<file path="src/rtl/xpt_pkg.sv">
package xpt_pkg;
  parameter int unsigned N_OUT = 32;
  parameter int unsigned N_IN  = 32;
  parameter int unsigned IDX_W = $clog2(N_IN);
  parameter int unsigned FLD_W = IDX_W + 1;
  parameter int unsigned ADR_W = $clog2(N_OUT);
  parameter int unsigned CFG_W = N_OUT * FLD_W;
  parameter int unsigned SEL_W = N_OUT * N_IN;
endpackage

</file>
<file path="src/rtl/xpt_first_rank.sv">
module xpt_first_rank #(
  parameter int unsigned N_OUT = 32,
  parameter int unsigned FLD_W = 6,
  parameter int unsigned ADR_W = 5,
  localparam int unsigned CFG_W = N_OUT * FLD_W
) (
  input  logic             clk_i,
  input  logic             rst_ni,
  input  logic             par_mode_i,
  input  logic             wr_ni,
  input  logic             ser_d_i,
  input  logic [ADR_W-1:0] addr_i,
  input  logic [FLD_W-1:0] data_i,
  output logic [CFG_W-1:0] rank_o,
  output logic             ser_q_o
);
  logic [CFG_W-1:0] rank_q;
  logic [CFG_W-1:0] shifted;
  logic             do_shift;

  assign do_shift = !wr_ni && !par_mode_i;
  assign shifted  = {rank_q[CFG_W-2:0], ser_d_i};

  for (genvar k = 0; k < N_OUT; k++) begin : g_fld
    logic hit;
    assign hit = !wr_ni && par_mode_i && (addr_i == ADR_W'(k));
    always_ff @(posedge clk_i or negedge rst_ni) begin
      if (!rst_ni)       rank_q[k*FLD_W +: FLD_W] <= '0;
      else if (do_shift) rank_q[k*FLD_W +: FLD_W] <= shifted[k*FLD_W +: FLD_W];
      else if (hit)      rank_q[k*FLD_W +: FLD_W] <= data_i;
    end
  end

  assign rank_o  = rank_q;
  assign ser_q_o = rank_q[CFG_W-1];
endmodule

</file>
<file path="src/rtl/xpt_update_latch.sv">
module xpt_update_latch #(
  parameter int unsigned CFG_W = 192
) (
  input  logic             clk_i,
  input  logic             rst_ni,
  input  logic             upd_ni,
  input  logic [CFG_W-1:0] rank_i,
  output logic [CFG_W-1:0] live_o
);
  always_ff @(posedge clk_i or negedge rst_ni) begin
    if (!rst_ni)      live_o <= '0;
    else if (!upd_ni) live_o <= rank_i;
  end
endmodule

</file>
<file path="src/rtl/xpt_out_decoder.sv">
module xpt_out_decoder #(
  parameter int unsigned N_IN  = 32,
  parameter int unsigned IDX_W = 5,
  localparam int unsigned FLD_W = IDX_W + 1
) (
  input  logic [FLD_W-1:0] fld_i,
  output logic [N_IN-1:0]  sel_o,
  output logic             oen_o
);
  logic             en;
  logic [IDX_W-1:0] idx;

  assign en    = fld_i[FLD_W-1];
  assign idx   = fld_i[IDX_W-1:0];
  assign oen_o = en;

  for (genvar i = 0; i < N_IN; i++) begin : g_sel
    assign sel_o[i] = en && (idx == IDX_W'(i));
  end
endmodule

</file>
<file path="src/rtl/xpt_cfg_ctrl.sv">
module xpt_cfg_ctrl
  import xpt_pkg::*;
(
  input  logic             clk_i,
  input  logic             rst_ni,
  input  logic             par_mode_i,
  input  logic             wr_ni,
  input  logic             ser_d_i,
  output logic             ser_q_o,
  input  logic [ADR_W-1:0] addr_i,
  input  logic [FLD_W-1:0] data_i,
  input  logic             upd_ni,
  output logic [SEL_W-1:0] sel_o,
  output logic [N_OUT-1:0] oen_o
);
  logic [CFG_W-1:0] rank1;
  logic [CFG_W-1:0] rank2;

  xpt_first_rank #(
    .N_OUT(N_OUT), .FLD_W(FLD_W), .ADR_W(ADR_W)
  ) u_rank1 (
    .clk_i     (clk_i),
    .rst_ni    (rst_ni),
    .par_mode_i(par_mode_i),
    .wr_ni     (wr_ni),
    .ser_d_i   (ser_d_i),
    .addr_i    (addr_i),
    .data_i    (data_i),
    .rank_o    (rank1),
    .ser_q_o   (ser_q_o)
  );

  xpt_update_latch #(.CFG_W(CFG_W)) u_rank2 (
    .clk_i (clk_i),
    .rst_ni(rst_ni),
    .upd_ni(upd_ni),
    .rank_i(rank1),
    .live_o(rank2)
  );

  for (genvar k = 0; k < N_OUT; k++) begin : g_dec
    xpt_out_decoder #(.N_IN(N_IN), .IDX_W(IDX_W)) u_dec (
      .fld_i(rank2[k*FLD_W +: FLD_W]),
      .sel_o(sel_o[k*N_IN +: N_IN]),
      .oen_o(oen_o[k])
    );
  end
endmodule

</file>
<file path="config.mk">
export PLATFORM = sky130hd
export DESIGN_NAME = xpt_cfg_ctrl
export DESIGN_NICKNAME = d
export VERILOG_FILES = /design/src/rtl/xpt_pkg.sv /design/src/rtl/xpt_first_rank.sv /design/src/rtl/xpt_update_latch.sv /design/src/rtl/xpt_out_decoder.sv /design/src/rtl/xpt_cfg_ctrl.sv
export SDC_FILE = /design/constraint.sdc
export NUM_CORES = 1
export LEC_CHECK = 0
export BUFFER_PORTS_ARGS = -buffer_cell sky130_fd_sc_hd__buf_2
export CAP_MARGIN = 20
export CORE_AREA = 2 2 421 423
export CTS_CLUSTER_DIAMETER = 30
export DETAILED_ROUTE_END_ITERATION = 8
export DIE_AREA = 0 0 423 425
export SKIP_CTS_REPAIR_TIMING = 1
export SLEW_MARGIN = 40
export SYNTH_ARGS = -nofsm -noshare
export SYNTH_HDL_FRONTEND = slang
export SYNTH_SLANG_ARGS = --single-unit
</file>
<file path="constraint.sdc">
create_clock -name clk_i -period 3 [get_ports clk_i]
set_input_delay 0.3 -clock clk_i [delete_from_list [all_inputs] [get_ports clk_i]]
set_output_delay 0.3 -clock clk_i [all_outputs]
set_load 0.01 [all_outputs]
</file>
# Word-level counts from Yosys, hierarchy flattened
# Cells that the tools add are included.
[word_totals] word_cells=2245 reg_bits=384 out_inout_bits=1057 input_bits=17
[op_classes] mux=64 n_reduce_logical=1125 n_eq_ne=1023
[op_table] op="$eq A5 B5 Y1 const B" count=528
[op_table] op="$eq A5 B4 Y1 const B" count=264
[op_table] op="$logic_and A1 B1 Y1" count=1058
[op_table] op="$eq A5 B3 Y1 const B" count=132
[op_table] op="$mux W6" count=64
[op_table] op="$eq A5 B2 Y1 const B" count=66
[op_table] op="$eq A5 B1 Y1 const B" count=33
[op_table] op="$logic_not A5 Y1" count=33
[op_table] op="$reduce_bool A2 Y1" count=32
[op_table] op="$logic_not A1 Y1" count=2

# Longest topological paths before layout
# Gate-level depths: netlist (run 1).
[depth] word_depth=5 mapped_depth=7 ltp_nobuf=3

# Cells and area by module
# A second synthesis (run 1) with hierarchy kept.
[unflattened] hier_cells=3098 area_unflattened_um2=24740.0
[by_module_without_submodules] mod="xpt_first_rank" instances=1 seq_area_each_um2=4804.6 area_each_um2=9815.7 cells_per_inst=1157
[by_module_without_submodules] mod="xpt_out_decoder" instances=32 seq_area_each_um2=0.0 area_each_um2=241.5 cells_per_inst=48
[by_module_without_submodules] mod="xpt_update_latch" instances=1 seq_area_each_um2=4804.6 area_each_um2=7196.9 cells_per_inst=405

# Worst setup path after synthesis (run 1)
# Ideal clock, no wire load.
[synth_path] path_type="input port to flip-flop" startpoint="input port wr_ni" endpoint="register u_rank1.rank_q[120], in the netlist u_rank1.rank_o[120]" stages=5 t_required_ns=2.876 t_arrival_ns=1.282 path_buffers=2 path_slack_ns=1.594 setup_time_ns=0.124 cell_sequence="or4b_4 buf_6 buf_6 o21ai_1 a21oi_1"
[synth_between] elab_chain_cells=4 elab_cells_between_ends=6 cone_classes="mux (1); reduce/logical (5)"
[synth_rtl] element="start: declaration" line="xpt_cfg_ctrl.sv:7" source="input logic wr_ni,"
[synth_rtl] element="$logic_not A1 Y1 (*)" line="xpt_first_rank.sv:21, xpt_first_rank.sv:26"
[synth_rtl] element="$logic_and A1 B1 Y1 (2 in series)" line="xpt_first_rank.sv:26" source="assign hit = !wr_ni && par_mode_i && (addr_i == ADR_W'(k));"
[synth_rtl] element="$reduce_bool A2 Y1 (no source line)"
[synth_rtl] element="end signal: indexed assignment" line="xpt_first_rank.sv:29" source="else if (do_shift) rank_q[k*FLD_W +: FLD_W] <= shifted[k*FLD_W +: FLD_W];"
[synth_rtl] element="end signal: indexed assignment" line="xpt_first_rank.sv:30" source="else if (hit) rank_q[k*FLD_W +: FLD_W] <= data_i;"
[synth_rtl] element="end: declaration" line="xpt_first_rank.sv:17" source="logic [CFG_W-1:0] rank_q;"
# Mark *: on every way between the ends. The rest lies on a longest branch, timed or not.
# A chain may end at the register's enable or synchronous reset.

# Worst setup path in the final report (run 1)
[layout_path] startpoint="register u_rank2.live_o[113]" endpoint="output port sel_o[591]"
[layout_between] elab_chain_cells=1
[layout_rtl] element="start: declaration" line="xpt_update_latch.sv:8" source="output logic [CFG_W-1:0] live_o"
[layout_rtl] element="start signal: assignment" line="xpt_update_latch.sv:12" source="else if (!upd_ni) live_o <= rank_i;"
[layout_rtl] element="$logic_and A1 B1 Y1" line="xpt_out_decoder.sv:18" source="assign sel_o[i] = en && (idx == IDX_W'(i));"
[layout_rtl] element="end: declaration" line="xpt_cfg_ctrl.sv:13" source="output logic [SEL_W-1:0] sel_o,"
# No other way between the ends.

==> results of run 1 <==
[flip-flops by register name, indices dropped and copies added, names as in the netlist]
name            count
u_rank1.rank_o    192
u_rank2.live_o    192
[critical path: cells and delay by family (launching register included)]
| family | cells | cell delay [ns] |
|---|---|---|
| flops | 1 | 0.44 |
| buf+inv | 1 | 0.17 |
| simple gates | 3 | 1.00 |
[logic make-up (layout without fill, tap and decap cells)]
logic type      Yosys count  count (layout)
mux                     192             192
other cells               0              12
compound gates          564             564
simple gates           1802            1802
buf+inv                 289            1300
flops                   384             384
[metal layers]
| metal | wire length, um | vias to the layer above | track usage, % |
|---|---|---|---|
| li1 | - | 12700 | - |
| met1 | 52300 | 13700 | 16.4 |
| met2 | 61600 | 1325 | 22.1 |
| met3 | 8840 | 235 | 3.12 |
| met4 | 5510 | 2 | 6.02 |
| met5 | 86 | - | 0.344 |
[final cells by class]
class	count	area share, %
Antenna cell	12	0.0854
Clock buffer	116	7.18
Clock inverter	59	2.57
Multi-Input combinational cell	2558	37.6
Sequential cell	384	27.3
Tap cell	2340	8.33
Timing Repair Buffer	1125	16.9
[metrics by stage]
stage / instance area [um2] / hold slack (ns) / power, uW
final: 35200 / 0.0262 / 27000
after global routing: 35100 / 0.0226 / 28500
after CTS: 35100 / -0.375 / 27200
after detailed placement: 31700 / 0.367 / 16200
after global placement: 31600 / 0.357 / 16100
after floorplan: 24000 / 0.00441 / 12600
[power groups by stage]
stage | Sequential [uW] | Combinational [uW] | Clock, uW
after floorplan | 7540 | 5010 | 0
after global placement | 8620 | 7430 | 0
after detailed placement | 8680 | 7560 | 0
after CTS | 8620 | 7600 | 11000
after global routing | 8840 | 8320 | 11300
final | 8540 | 7650 | 10800
[cells in the final DEF, fill, tap and decap left out, types with 44 or more instances in the layout]
cell and count:
dfrtp_1 384, nand2_1 125, a21oi_1 228, clkbuf_16 94, nor2b_1 90, mux2_2 192
nand4_1 44, a31oi_1 132, nand2b_1 71, nand3_1 136, nor2_1 1215, buf_2 1071
o21ai_0 160
[how the worst max path moves through the flow]
stage | from | end | slack, ns | depth (start not counted)
floorplan | wr_ni | u_rank1.rank_o[120] | 1.59 | 5
global placement | wr_ni | u_rank1.rank_o[89] | 0.73 | 5
detailed placement | addr_i[3] | u_rank1.rank_o[158] | 0.65 | 4
CTS | u_rank2.live_o[23] | sel_o[107] | 0.38 | 4
global route | u_rank2.live_o[113] | sel_o[591] | 0.25 | 4
finish | u_rank2.live_o[113] | sel_o[591] | 0.41 | 4
==> summary.md, run 1 <==
| Metric | Value |
|---|---|
| Post-synth EDFFs | 0 |
| Initial core utilization | 13.7% |
| Die area | 0.180 mm2 |
| Std-Cell Rows | 154 |
| RSZ-0062 raised after global routing | no |
| Peak supply drop | 0.467 mV |
| Worst Max-Slew Pin Slew | 0.859 ns |
| Total global-route track usage | 13.3% |
| Compound-cell area share of the yosys netlist | 12.7% |
| Synth area leaders | dfrtp_1, nor2_1, mux2_2, a21oi_1, a31oi_1 |
| Die H | 425 um |
| Core ar. | 0.175 mm2 |
| Hold Crit Endpoint | u_rank1.rank_o[42] |
| Die width | 423 um |
| Adder-cell share of the synthesized area | 0% |
| DP HPWL | 100000 um |
| WL/cell | 19.5 um |
| Slowest Stage Delay on Critical Path | 0.45 ns |
| Ys flop type | dfrtp_1 |
| Area grow syn2layout | 46.3% |
| Largest net degree at the start of global routing | 109 |
| Seq/Total Area, Yosys | 40.0% |
| Fin crit period | 2.59 ns |
| Multi-input gate area | 0.0132 mm2 |
| Clk sink count | 384 |
| Io pins | 1074 |
| Net Sw Frac | 38.9% |
| WHS Path Cells | 3 |
| Run status | finished clean |
| Gate count of the mapped netlist | 3231 |
| Flop pwr share | 31.7% |
| Worst-path cell chain | nor2b_1 > nand3_1 > nor2_1 > buf_2 |
| Layout Utilization | 20.0% |
| Worst R2R End | u_rank2.live_o[56] |
| Final setup vio count | 0 |
| Startpoint type of the worst setup path | flip-flop |
| Main combinational cell family by area after synthesis | simple AND/OR/NAND/NOR gates |
| Place WS | 0.649 ns |
| Via count | 28000 |
| WS Path Type | flip-flop to primary output |
| Placed insts | 6404 |
| CTS max path bufs | 3 |
| Clk Latency, worst-skew pair | 0.67 ns |
| H-tree Lvls | 3 |
| Switch Pwr | 10500 uW |
| Syn Area/Cell | 7.44 um2 |
| Min-Delay Path Class | input pin to flip-flop |
| Synth cell types | 38 |
| Clock power share | 40.0% |
| RePlAce Congestion | 1.13 |
| Final Max Tran Viols | 0 |
| CTS tree | yes |
| FF/Latch Area | 0.00961 mm2 |
| Post-Syn Nets | 3248 |
| Pre-antenna DRT Iters | 6 |
| Hold Path Origin | data_i[0] |
| Drt drc | 0 |
| Power Density | 767 mW/mm2 |
| Max transition margin | 42.7% |
| CP Max Fanout | 7 |
| Slack of the critical path | 0.414 ns |
| Fin cells | 6594 |
| Fin crit share | 86.2% |
| WP data required | 2.70 ns |
| 1st-iter DRT viols | 2330 |
| First-pass GRT wire length | 179000 um |
| Ys Warns | 0 |
| Top post-synthesis cells by count | nor2_1, dfrtp_1, a21oi_1 |
| Number of cells on the worst reg-to-reg path | 1 |
| Fin. Hold Viols | 0 |
| Post-synthesis mux area share | 9.00% |
| Combinational share of power | 28.4% |
| Via-to-Cell Ratio | 4.24 |
| Clk_skew | 0.0631 ns |
| Setup TNS Final | 0 ns |
| Share of layout cells above drive strength 1 | 36.1% |
| NumNets Final | 4180 |
| Max cap viols | 0 |
| Leakage power total | 0.0156 uW |
| Arr. time, crit path | 2.29 ns |
| Initial antenna violation count | 13 |
| Top-area cell type share of the netlist area | 40.0% |
| Reg-to-reg setup timing slack | 2.01 ns |
| Post-Route WL | 128000 um |
| Fillers | 19500 |
| Int Pwr | 16500 uW |
| Vias in the first global route | 25800 |
| Mapped cell area | 0.0240 mm2 |
| Gr ovfl total | 0 |
| Routed Antenna Nets | 0 |
| FFs w/ async S/R, synth | 100% |
| Cell with the most instances after synthesis | nor2_1 |
| CP max stage cell | nand3_1 |
| Synth Register Bits | 384 |
| CTS Buf Count | 94 |
| Achievable Freq | 387 MHz |
| Cell taking the most area after synthesis | dfrtp_1 |
| Simple-gate area share of the yosys netlist | 32.8% |
| Synth Area in XOR/XNOR | 0% |
| CP endpoint kind | primary output |
| R2R Path Start | u_rank2.live_o[56] |
| I/O Buffers | 1073 |
| Clock Tree Root | clkbuf_16 |
| Reg clk slew, reported paths | 0.05 ns |
(Power assumes the default switching activity.)
==> run 2: changes to the inputs <==
- MAX_ROUTING_LAYER: unset -> met4
- REMOVE_ABC_BUFFERS: unset -> 1
==> run 2 against run 1 <==
Sequential power rose by 1%; global-route usage rose by 0.46 points; clock power down 7%; first-iteration DRC count up 7.8%; non-clock buffer count down 5; total power shrank 2.6%; wire length rose by 0.72%; flip-flop and latch count unchanged; fmax shrank 6.8%; worst setup slack lost 0.19 ns; largest cell class unchanged; highest routed layer is now met4.
==> summary.md, run 2 (synthesis gave the netlist of run 1 again) <==
| Metric | Value |
|---|---|
| Fin cells | 6579 (-0.23%) |
| Fin crit share | 92.5% (+6.3 points) |
| NumNets Final | 4171 (-0.22%) |
| 1st-iter DRT viols | 2512 (+7.8%) |
| Max transition margin | 46.1% (+3.4 points) |
| Share of layout cells above drive strength 1 | 36.2% (+0.085 points) |
| DP HPWL | 100000 um (+0.22%) |
| R2R Path Start | u_rank2.live_o[36] |
| Most common cell after layout, fill and taps aside | nor2_1 |
| Commonest cells after routing, fill and taps aside | nor2_1, buf_2, dfrtp_1 |
| Drt drc | 0 (unchanged) |
| CP endpoint kind | primary output |
| Die area | 0.180 mm2 (unchanged) |
| Max cap viols | 0 (unchanged) |
| Fin. Hold Viols | 0 (unchanged) |
| Die width | 423 um (unchanged) |
| Layout Utilization | 19.9% (-0.13 points) |
| First-pass GRT wire length | 180000 um (+0.34%) |
| Finished Cell Area | 0.0349 mm2 (-0.66%) |
| Via-to-Cell Ratio | 4.21 (-0.78%) |
| Die H | 425 um (unchanged) |
| Run status | finished clean |
| Post-Route WL | 129000 um (+0.72%) |
| Placed cell area | 0.0316 mm2 (-0.17%) |
| Clock Tree Root | clkbuf_16 |
| Clk_skew | 0.0576 ns (-0.00546 ns) |
| Arr. time, crit path | 2.47 ns (+0.18 ns) |
| Worst Max-Slew Pin Slew | 0.808 ns (-0.0508 ns) |
| CTS max path bufs | 3 (unchanged) |
| CTS Buf Count | 90 (-4.3%) |
| Startpoint type of the worst setup path | flip-flop |
| Std-Cell Rows | 154 (unchanged) |
| Final setup vio count | 0 (unchanged) |
| WHS Path Cells | 3 (unchanged) |
| Clk Latency, worst-skew pair | 0.68 ns (about the same) |
| RePlAce Congestion | 1.00 (-11%) |
| Final Max Tran Viols | 0 (unchanged) |
| Via count | 27700 (-1.0%) |
| Vias in the first global route | 25400 (-1.6%) |
| Area grow syn2layout | 45.3% |
| Min-Delay Path Class | input pin to flip-flop |
| H-tree Lvls | 3 (unchanged) |
| Achievable Freq | 360 MHz (-6.8%) |
| RSZ-0062 raised after global routing | no |
| Routed Antenna Nets | 0 (unchanged) |
| Power Density | 753 mW/mm2 (-1.9%) |
| Io pins | 1074 (unchanged) |
| I/O Buffers | 1073 (unchanged) |
| Crit path launch | u_rank2.live_o[5] |
| CP Max Fanout | 7 (unchanged) |
| WHS | 0.0840 ns (+0.0578 ns) |
| Number of cells on the worst reg-to-reg path | 2 (+1) |
| Total Power | 26300 uW (-2.6%) |
| Placed insts | 6397 (-0.11%) |
| Pre-antenna DRT Iters | 6 (unchanged) |
| Largest net degree at the start of global routing | 89 (-18%) |
| Gr ovfl total | 0 (unchanged) |
| WP data required | 2.70 ns (about the same) |
| Hold Path Origin | data_i[3] |
| Fin crit period | 2.77 ns (+0.188 ns) |
| Initial core utilization | 13.7% (unchanged) |
| Total global-route track usage | 13.8% (+0.46 points) |
| Peak supply drop | 0.398 mV (-15%) |
| Core ar. | 0.175 mm2 (unchanged) |
| Leakage power total | 0.0155 uW (-0.79%) |
| Initial antenna violation count | 7 (-6) |
| CTS tree | yes |
| WS Path Type | flip-flop to primary output |
| Clk sink count | 384 (unchanged) |
| Reg clk slew, reported paths | 0.05 ns (about the same) |
| Fillers | 19700 (+0.73%) |
| WL/cell | 19.7 um (+0.95%) |
## run 2: final timing paths
kind | to | slack (ns)
worst max-delay path | sel_o[13] | 0.23
worst min-delay path | u_rank1.rank_o[45] | 0.08
worst max register to register | u_rank2.live_o[36] | 1.93
worst min register to register | u_rank2.live_o[94] | 0.49
max in group asynchronous | u_rank2.live_o[60] | 1.82
min in group asynchronous | u_rank1.rank_o[136] | 0.14
## run 2: layout make-up
cell class	count	area [um2]	share of cell area, %
clock buffers	99	2340	6.69
well taps	2340	2930	8.38
clock inverters	71	851	2.44
flip-flops and latches	384	9610	27.5
diodes	7	17.5	0.0502
multi-input cells	2558	13200	37.8
repair buffers	1120	5970	17.1
## run 2: where the power goes
group / leakage [uW] / internal (uW) / switching, uW
Sequential: 0.00394 / 6480 / 2170
Combinational: 0.0100 / 2590 / 5020
Clock: 0.00151 / 6400 / 3630
Total: 0.0155 / 15500 / 10800
## run 2: stage by stage
step | setup WS [ns] | TNS [ns]
2_1_floorplan | -3.74 | -656.76
3_3_place_gp | 0.757 | 0
3_5_place_dp | 0.699 | 0
4_1_cts | 0.260 | 0
5_1_grt | 0.0785 | 0
6_report | 0.226 | 0
## run 2: layer usage
metal  track usage, %  up-vias  routed length, um
met4             4.13        0               3760
met2             22.7     1225              63300
met1             17.1    13600              54400
li1                 -    12700                  -
met3             2.58      217               7930
met5                -        -                  0
## run 2: critical path, cell delays in order (launching register included)
cell and delay [ns]:
dfrtp_1 0.46, nor2b_1 0.29, nand3_1 0.35, nor2_1 0.47, buf_2 0.22
==> run 3: changes to the inputs <==
- CAP_MARGIN: 20 -> unset
- CTS_BUF_LIST: unset -> sky130_fd_sc_hd__clkbuf_4 sky130_fd_sc_hd__clkbuf_8 sky130_fd_sc_hd__clkbuf_16
==> run 3 against run 2 <==
First-iteration DRC count did not move; total power rose by 0.13%; non-clock buffer count did not move; register-to-register slack barely moved; via count barely moved; clock power barely moved; worst hold slack improved by 0.0011 ns; combinational power barely moved; clock-buffer cell count did not move; clock skew fell by 0.0020 ns; fmax barely moved; die area did not move; critical endpoint unchanged; largest power group unchanged.
==> summary.md, run 3 (synthesis gave the netlist of run 1 again) <==
| Metric | Value |
|---|---|
| Gr ovfl total | 0 (unchanged) |
| Fillers | 19700 (+0.010%) |
| Via count | 27700 (+0.051%) |
| Run status | finished clean |
| Reg clk slew, reported paths | 0.05 ns (about the same) |
| CTS Buf Count | 90 (unchanged) |
| WL/cell | 19.7 um (about the same) |
| Drt drc | 0 (unchanged) |
| CTS tree | yes |
| Slowest Stage Delay on Critical Path | 0.47 ns (about the same) |
| Worst-path cell chain | nor2b_1 > nand3_1 > nor2_1 > buf_2 |
| CP top delay family | simple AND/OR/NAND/NOR gates |
| First-pass GRT wire length | 180000 um (unchanged) |
| Via-to-Cell Ratio | 4.21 (about the same) |
| Placed insts | 6397 (unchanged) |
| Achievable Freq | 361 MHz (about the same) |
| DP HPWL | 100000 um (unchanged) |
| Fin crit share | 92.4% (about the same) |
| Initial antenna violation count | 7 (unchanged) |
| Pre-antenna DRT Iters | 5 (-1) |
| Worst Max-Slew Pin Slew | 0.815 ns (+0.00678 ns) |
| Initial core utilization | 13.7% (unchanged) |
| Fin cells | 6579 (unchanged) |
| Vias in the first global route | 25400 (unchanged) |
| Clk_skew | 0.0556 ns (-0.00203 ns) |
| Leakage power total | 0.0155 uW (about the same) |
| WP data required | 2.70 ns (about the same) |
| Crit path launch | u_rank2.live_o[5] |
| CTS max path bufs | 3 (unchanged) |
| Layout Utilization | 19.9% (about the same) |
| Final setup vio count | 0 (unchanged) |
| Clock power share | 38.3% (about the same) |
| I/O Buffers | 1073 (unchanged) |
| 1st-iter DRT viols | 2512 (unchanged) |
| Reg-to-reg setup timing slack | 1.92 ns (about the same) |
| Clock Tree Root | clkbuf_16 |
| Min-Delay Path Class | input pin to flip-flop |
| CP Depth | 4 (unchanged) |
| CP Max Fanout | 7 (unchanged) |
| Final Max Tran Viols | 0 (unchanged) |
| Peak supply drop | 0.398 mV (about the same) |
| H-tree Lvls | 3 (unchanged) |
| Startpoint type of the worst setup path | flip-flop |
| Flop pwr share | 32.9% (about the same) |
| Post-Route WL | 129000 um (about the same) |
| Clk Latency, worst-skew pair | 0.66 ns (-0.02 ns) |
| Commonest cells after routing, fill and taps aside | nor2_1, buf_2, dfrtp_1 |
| CP endpoint kind | primary output |
| Die H | 425 um (unchanged) |
| Largest net degree at the start of global routing | 89 (unchanged) |
| Number of cells on the worst reg-to-reg path | 2 (unchanged) |
| Arr. time, crit path | 2.47 ns (about the same) |
| Die area | 0.180 mm2 (unchanged) |
| Switch Pwr | 10800 uW (about the same) |
| Routed Antenna Nets | 0 (unchanged) |
| WS Path Type | flip-flop to primary output |
| Worst R2R End | u_rank2.live_o[36] |
| Core ar. | 0.175 mm2 (unchanged) |
| WP buf/inv | 1 (unchanged) |
| Io pins | 1074 (unchanged) |
| Setup crit end | sel_o[13] |
| Max transition margin | 45.7% (-0.45 points) |
| Int Pwr | 15500 uW (+0.23%) |
| Fin crit period | 2.77 ns (-0.00252 ns) |
| NumNets Final | 4171 (unchanged) |
| Total global-route track usage | 13.8% (unchanged) |
| Clk sink count | 384 (unchanged) |
| Area grow syn2layout | 45.4% (about the same) |
| Share of layout cells above drive strength 1 | 36.2% (+0.095 points) |
| RePlAce Congestion | 1.00 (unchanged) |
| Fin. Hold Viols | 0 (unchanged) |
| Combinational share of power | 28.9% (about the same) |
| Net Sw Frac | 41.1% (-0.064 points) |
| CP max stage cell | nor2_1 |
| Std-Cell Rows | 154 (unchanged) |
| Die width | 423 um (unchanged) |
| Max cap viols | 0 (unchanged) |
| RSZ-0062 raised after global routing | no |
| R2R Path Start | u_rank2.live_o[36] |
| Most common cell after layout, fill and taps aside | nor2_1 |
| Power Density | 753 mW/mm2 (about the same) |
==> run 3: final cells by class <==
type	instances	area, um2	share of cell area [%]
Antenna cell	7	17.5	0.0501
Clock buffer	99	2350	6.73
Clock inverter	71	851	2.44
Multi-Input combinational cell	2558	13200	37.8
Sequential cell	384	9610	27.5
Tap cell	2340	2930	8.38
Timing Repair Buffer	1120	5970	17.1
==> run 3: how the worst min path moves through the flow <==
stage               startpoint                  end  slack, ns  depth (start not counted)
floorplan               rst_ni    u_rank1.rank_o[0]      0.004                          0
global placement        rst_ni  u_rank1.rank_o[171]       0.41                          1
detailed placement      rst_ni  u_rank1.rank_o[171]       0.42                          1
CTS                     rst_ni  u_rank1.rank_o[136]      -0.28                          1
global route         data_i[3]   u_rank1.rank_o[45]       0.07                          3
finish               data_i[3]   u_rank1.rank_o[45]       0.09                          3
==> run 3: metrics by stage <==
stage | setup slack [ns] | TNS (ns) | hold slack, ns | total power (uW) | area (um2)
5_1_grt | 0.0785 | 0 | 0.0702 | 27800 | 34900
4_1_cts | 0.260 | 0 | -0.283 | 26600 | 34800
3_5_place_dp | 0.699 | 0 | 0.419 | 16400 | 31600
6_report | 0.229 | 0 | 0.0850 | 26300 | 34900
3_3_place_gp | 0.757 | 0 | 0.413 | 16200 | 31600
2_1_floorplan | -3.74 | -656.76 | 0.00441 | 12200 | 22700
==> run 3: power groups by stage <==
| stage | Combinational [uW] | Sequential [uW] | Clock (uW) |
|---|---|---|---|
| floorplan | 4500 | 7680 | 0 |
| global placement | 7450 | 8770 | 0 |
| detailed placement | 7540 | 8830 | 0 |
| CTS | 7580 | 8760 | 10300 |
| global route | 8290 | 8960 | 10600 |
| finish | 7600 | 8650 | 10100 |
==> run 3: metal layers <==
layer | up-vias | wire (um) | track usage [%]
li1 | 12700 | - | -
met1 | 13600 | 54600 | 17.1
met2 | 1216 | 63200 | 22.7
met3 | 219 | 7810 | 2.58
met4 | 0 | 3760 | 4.13
met5 | - | 0 | -
==> run 3: worst reg2reg max path, cell delays in order (launching register included) <==
cell,delay (ns)
dfrtp_1,0.50
buf_4,0.21
mux2_2,0.25
